===== config.mk =====
export PLATFORM = sky130hd
export DESIGN_NAME = flash_toggle_status
export DESIGN_NICKNAME = d
export VERILOG_FILES = /design/src/rtl/flash_toggle_status.sv
export SDC_FILE = /design/constraint.sdc
export NUM_CORES = 1
export LEC_CHECK = 0
export ABC_CLOCK_PERIOD_IN_PS = 5000
export BUFFER_PORTS_ARGS = -buffer_cell sky130_fd_sc_hd__buf_4
export CORE_UTILIZATION = 45
export CTS_BUF_LIST = sky130_fd_sc_hd__clkbuf_4 sky130_fd_sc_hd__clkbuf_8
export DETAILED_ROUTE_END_ITERATION = 8
export PLACE_DENSITY_LB_ADDON = 0.2
export SYNTH_ARGS = -nofsm -noshare
export SYNTH_HDL_FRONTEND = slang
export SYNTH_SLANG_ARGS = --single-unit

===== constraint.sdc =====
create_clock -name clk -period 5 [get_ports clk]
set_input_delay 0.25 -clock clk [delete_from_list [all_inputs] [get_ports clk]]
set_output_delay 0.25 -clock clk [all_outputs]
set_load 0.02 [all_outputs]

===== src/rtl/flash_toggle_status.sv =====
module flash_toggle_status #(
  parameter int ADDR_W    = 12,
  parameter int SECT_BITS = 3
) (
  input  logic                      clk,
  input  logic                      rst_n,
  input  logic                      ce_n,
  input  logic                      oe_n,
  input  logic                      we_n,
  input  logic [ADDR_W-1:0]         addr,
  input  logic [7:0]                arr_data,
  input  logic [2:0]                cmd_mode,
  input  logic [(1<<SECT_BITS)-1:0] cmd_mask,
  input  logic                      cmd_arm,
  input  logic                      op_done,
  input  logic                      dq7_in,
  input  logic                      dq5_in,
  output logic [7:0]                dq
);

  localparam int NSECT = 1 << SECT_BITS;

  typedef enum logic [2:0] {
    M_IDLE  = 3'd0,
    M_PROG  = 3'd1,
    M_ERASE = 3'd2,
    M_SUSP  = 3'd3,
    M_SPROG = 3'd4
  } mode_t;

  // pin order in the vectors: {ce, oe, we}
  logic [2:0] pin_m, pin_s, pin_p;
  always_ff @(posedge clk) begin
    if (!rst_n) begin
      pin_m <= 3'b111;
      pin_s <= 3'b111;
      pin_p <= 3'b111;
    end else begin
      pin_m <= {ce_n, oe_n, we_n};
      pin_s <= pin_m;
      pin_p <= pin_s;
    end
  end

  wire ce_s = pin_s[2], oe_s = pin_s[1], we_s = pin_s[0];
  wire ce_p = pin_p[2], oe_p = pin_p[1], we_p = pin_p[0];

  wire rd_end  = we_s & ((oe_s & ~oe_p & ~ce_p) | (ce_s & ~ce_p & ~oe_p));
  wire we_rise = we_s & ~we_p;

  mode_t            mode, pend_mode;
  logic             pend_v;
  logic [NSECT-1:0] mask, pend_mask;
  logic             t6, t2, dq7_r, dq5_r;

  wire [SECT_BITS-1:0] sect = addr[ADDR_W-1 -: SECT_BITS];
  wire in_sel  = mask[sect];
  wire busy    = (mode == M_PROG) | (mode == M_ERASE) | (mode == M_SPROG);
  wire commit  = we_rise & pend_v;
  wire show_st = busy | ((mode == M_SUSP) & in_sel);

  assign dq = show_st ? {dq7_r, t6, dq5_r, 2'b00, t2, 2'b00} : arr_data;

  always_ff @(posedge clk) begin
    if (!rst_n) begin
      pend_v    <= 1'b0;
      pend_mode <= M_IDLE;
      pend_mask <= '0;
    end else if (cmd_arm && cmd_mode <= 3'd4) begin
      pend_v    <= 1'b1;
      pend_mode <= mode_t'(cmd_mode);
      pend_mask <= cmd_mask;
    end else if (commit) begin
      pend_v    <= 1'b0;
    end
  end

  always_ff @(posedge clk) begin
    if (!rst_n) begin
      mode <= M_IDLE;
      mask <= '0;
    end else if (commit) begin
      mode <= pend_mode;
      if (pend_mode == M_ERASE && mode == M_IDLE) mask <= pend_mask;
      else if (pend_mode == M_IDLE)               mask <= '0;
    end else if (op_done) begin
      case (mode)
        M_PROG, M_ERASE: begin mode <= M_IDLE; mask <= '0; end
        M_SPROG:         mode <= M_SUSP;
        default:         ;
      endcase
    end
  end

  always_ff @(posedge clk) begin
    if (!rst_n) begin
      t6    <= 1'b0;
      t2    <= 1'b0;
      dq7_r <= 1'b0;
      dq5_r <= 1'b0;
    end else begin
      dq7_r <= dq7_in;
      dq5_r <= dq5_in;
      if (rd_end && busy)   t6 <= ~t6;
      if (rd_end && in_sel) t2 <= ~t2;
    end
  end

  a_r11_idle_mask_clear: assert property (@(posedge clk) disable iff (!rst_n)
    (mode == M_IDLE) |-> (mask == '0));

  a_r2_busy_flips: assert property (@(posedge clk) disable iff (!rst_n)
    (rd_end && busy) |=> (t6 != $past(t6)));

  a_r4_suspend_static: assert property (@(posedge clk) disable iff (!rst_n)
    (rd_end && mode == M_SUSP) |=> $stable(t6));

  a_r1_idle_no_toggle: assert property (@(posedge clk) disable iff (!rst_n)
    (rd_end && mode == M_IDLE) |=> ($stable(t6) && $stable(t2)));

  a_r9_done_to_idle: assert property (@(posedge clk) disable iff (!rst_n)
    (op_done && !commit && (mode == M_PROG || mode == M_ERASE)) |=> (mode == M_IDLE));

  a_r12_mode_legal: assert property (@(posedge clk) disable iff (!rst_n)
    (mode == M_IDLE || mode == M_PROG || mode == M_ERASE || mode == M_SUSP || mode == M_SPROG));

endmodule


==> results.py <==
metrics = {
    "status": {
        "status": "finished clean",
    },
    "floorplanning": {
        "dieArea_sq_um": 3710,
        "rows": 21,
        "core_area_sq_um": 3340,
        "top_level_ports": 48,
        "die_w_um": 60.9,
        "die_y_um": 60.9,
        "start_util": 0.468,
    },
    "worst_setup_path": {
        "crit_type": "flip-flop to output pin",
        "cp-end-kind": "output pin",
        "crit_required_ps": 4750,
        "crit_fanout": 4,
        "start_kind": "flip-flop",
        "worstPathArrival_ps": 2060,
    },
    "pwr": {
        "p_seq_frac": 0.571,
        "p_leak_nw": 0.781,
        "swShare": 0.227,
        "p_comb_frac": 0.116,
        "switching_power_w": 0.000120,
        "power-per-cell-area_nw_per_um2": 273,
        "ir_worst_vdd_mv": 0.146,
        "p_clk_frac": 0.313,
        "p_int_w": 0.000409,
    },
    "sta": {
        "fmax_mhz": 433,
        "finalCriticalPeriod_ps": 2310,
        "hold_slack_ps": 98.5,
        "totalNegativeSetupSlack_ps": 0,
        "worst_slew_pin_slew_ps": 668,
        "drv_slew": 0,
        "finClkSkew_ps": 5.09,
        "hold_viol_final": 0,
        "relSlewSlack": 0.551,
        "timing.final.crit_share": 0.462,
        "rsz0062_at_grt": "false",
        "setup_violations": 0,
        "layout_setup_ws_ps": 2690,
    },
    "detailed_routing": {
        "vias_per_cell": 5.32,
        "firstDrtPassIters": 4,
        "route.vias.total": 1351,
        "drc_errors": 0,
        "drt_iter0_drc": 58,
        "drt_wl_total_mm": 3.05,
        "routedWlPerCell_um": 12.0,
        "antenna_left": 0,
    },
    "grt": {
        "grtUsageTotal": 0.189,
        "grt-ovfl-total": 0,
        "grt_max_degree": 19,
        "first_global_vias": 1182,
        "grt_pass1_wl_mm": 5.02,
        "antenna_found_initial": 0,
    },
    "cts": {
        "cts_tree": "built",
        "cts.clk_slew.worst_paths_ps": 90,
        "postCtsSetupBuffers": 0,
        "htree_levels": 2,
        "clock_latency_ps": 330,
        "cts_root_buffer": "clkbuf_4",
        "clock-sinks": 36,
        "cts_made_buffers": 5,
        "cts_resized": 0,
        "cts.path.max_buffers": 2,
        "cts_hold_buffers": 0,
    },
    "placed_design": {
        "dp_hpwl_mm": 2.32,
        "dp.cells": 246,
        "post-place-ws_ps": 2950,
        "gp_congestion": 0.728,
        "port_buffers": 38,
    },
    "synth": {
        "synth-seq-area-share": 0.461,
        "synth_area_sq_um": 1560,
        "synthCells": 169,
        "async_reset_ff_frac": 0,
        "synth_most_common_cell": "dfxtp_1",
        "synth-edff-count": 0,
        "synth_commonest_cells": "36 x dfxtp_1, 19 x nand2_1, 14 x a21oi_1",
        "synthTopCellsByArea": "dfxtp_1 46%, nand2_1 4.6%, a21oi_1 4.5%, a22o_1 4.5%, mux2i_1 4.5%",
        "yosys.cell_types.count": 35,
        "synth.avg_cell_area_sq_um": 9.25,
        "synth_flop_cell": "dfxtp_1",
        "ys_warn_count": 0,
        "syn_nets": 209,
        "synth_top_area_cell": "dfxtp_1",
        "yosysTopAreaCellShare": 0.461,
        "ys_ff_latch": 36,
    },
    "flow_run": {
        "cap_violations": 0,
    },
    "hold_path": {
        "hold_path.class": "input pin to flip-flop",
    },
    "layout": {
        "final_cells": 254,
        "fillers": 307,
        "fin_nets": 247,
        "antenna_cells": 0,
        "syn2layout_area_growth_pct": 23.9,
        "drive_gt1_frac": 0.250,
    },
}
## final timing paths
check	endpoint	start	slack (ps)	cells after the start
worst max-delay path	dq[6]	mask[1]	2690	5
worst min-delay path	pin_m[1]	oe_n	100	2
worst max register to register	mask[4]	mode[2]	3110	4
worst min register to register	pin_s[0]	pin_m[0]	410	1
## area by class of cell
cell class / instances / area (sq um) / area share
Clock buffer: 8 / 66.3 / 0.0342
Inverter: 2 / 7.51 / 0.00388
Multi-Input combinational cell: 124 / 800 / 0.413
Sequential cell: 36 / 721 / 0.372
Tap cell: 46 / 57.6 / 0.0297
Timing Repair Buffer: 38 / 285 / 0.147
## kinds of logic (layout without fill, tap and decap cells)
logic type | count (synthesis) | count (layout) | share of synthesized area
and+or+nand+nor | 64 | 64 | 0.213
xor gates and xnor gates | 2 | 2 | 0.0112
muxes | 10 | 10 | 0.0857
buffers and inverters | 9 | 48 | 0.0272
DFF | 36 | 36 | 0.461
AOI/OAI and AO/OA | 48 | 48 | 0.202
## layer usage
layer / vias up / track usage / wire length (um)
li1: 690 / - / -
met5: - / 0 / 0
met4: 0 / 0.0779 / 59
met3: 6 / 0.0576 / 169
met2: 40 / 0.325 / 1490
met1: 615 / 0.220 / 1340
## cells in the final DEF, fill, tap and decap left out, drive strengths merged
cell type | netlist | final
or3 | 3 | 3
xor2 | 2 | 2
mux2i | 7 | 7
and2 | 6 | 6
o22a | 4 | 4
o22ai | 4 | 4
a31oi | 1 | 1
or2 | 1 | 1
and4b | 1 | 1
nand2b | 9 | 9
o21ai | 11 | 11
clkbuf | 5 | 8
a21oi | 14 | 14
nor4 | 1 | 1
buf | 2 | 38
mux4 | 2 | 2
a2111oi | 1 | 1
nor2 | 9 | 9
inv | 1 | 1
a22o | 8 | 8
mux2 | 1 | 1
nand3 | 9 | 9
o211ai | 2 | 2
nor2b | 3 | 3
nand3b | 1 | 1
o21a | 1 | 1
a211oi | 2 | 2
nand2 | 19 | 19
dfxtp | 36 | 36
nor3 | 2 | 2
clkinv | 1 | 1
## state kept, by name (all words and copies together) (netlist names)
signal,count
t6,1
mask,8
pin_p,3
pend_mode,3
dq5_r,1
t2,1
mode,3
pend_mask,8
pin_s,3
dq7_r,1
pend_v,1
pin_m,3
## stage by stage
step,util,cell area [sq um],total power [W]
floorplan,-,1560,0.000338
global placement,0.561,1870,0.000367
detailed placement,0.561,1870,0.000370
CTS,0.580,1940,0.000535
global route,0.580,1940,0.000558
finish,0.580,1940,0.000529
## critical path, cell delays in order (launching register included)
cell and delay, ps:
dfxtp_1 320, mux4_1 520, mux2_2 310, o21a_1 220, o22a_2 210, buf_4 150
## power by group through the flow
stage | clock [W] | sequential, W | combinational [W]
6_report | 0.000166 | 0.000302 | 0.0000614
5_1_grt | 0.000187 | 0.000303 | 0.0000682
4_1_cts | 0.000172 | 0.000302 | 0.0000619
3_5_place_dp | 0 | 0.000308 | 0.0000618
3_3_place_gp | 0 | 0.000308 | 0.0000589
2_1_floorplan | 0 | 0.000306 | 0.0000315
Power figures use the tool's default switching activity.
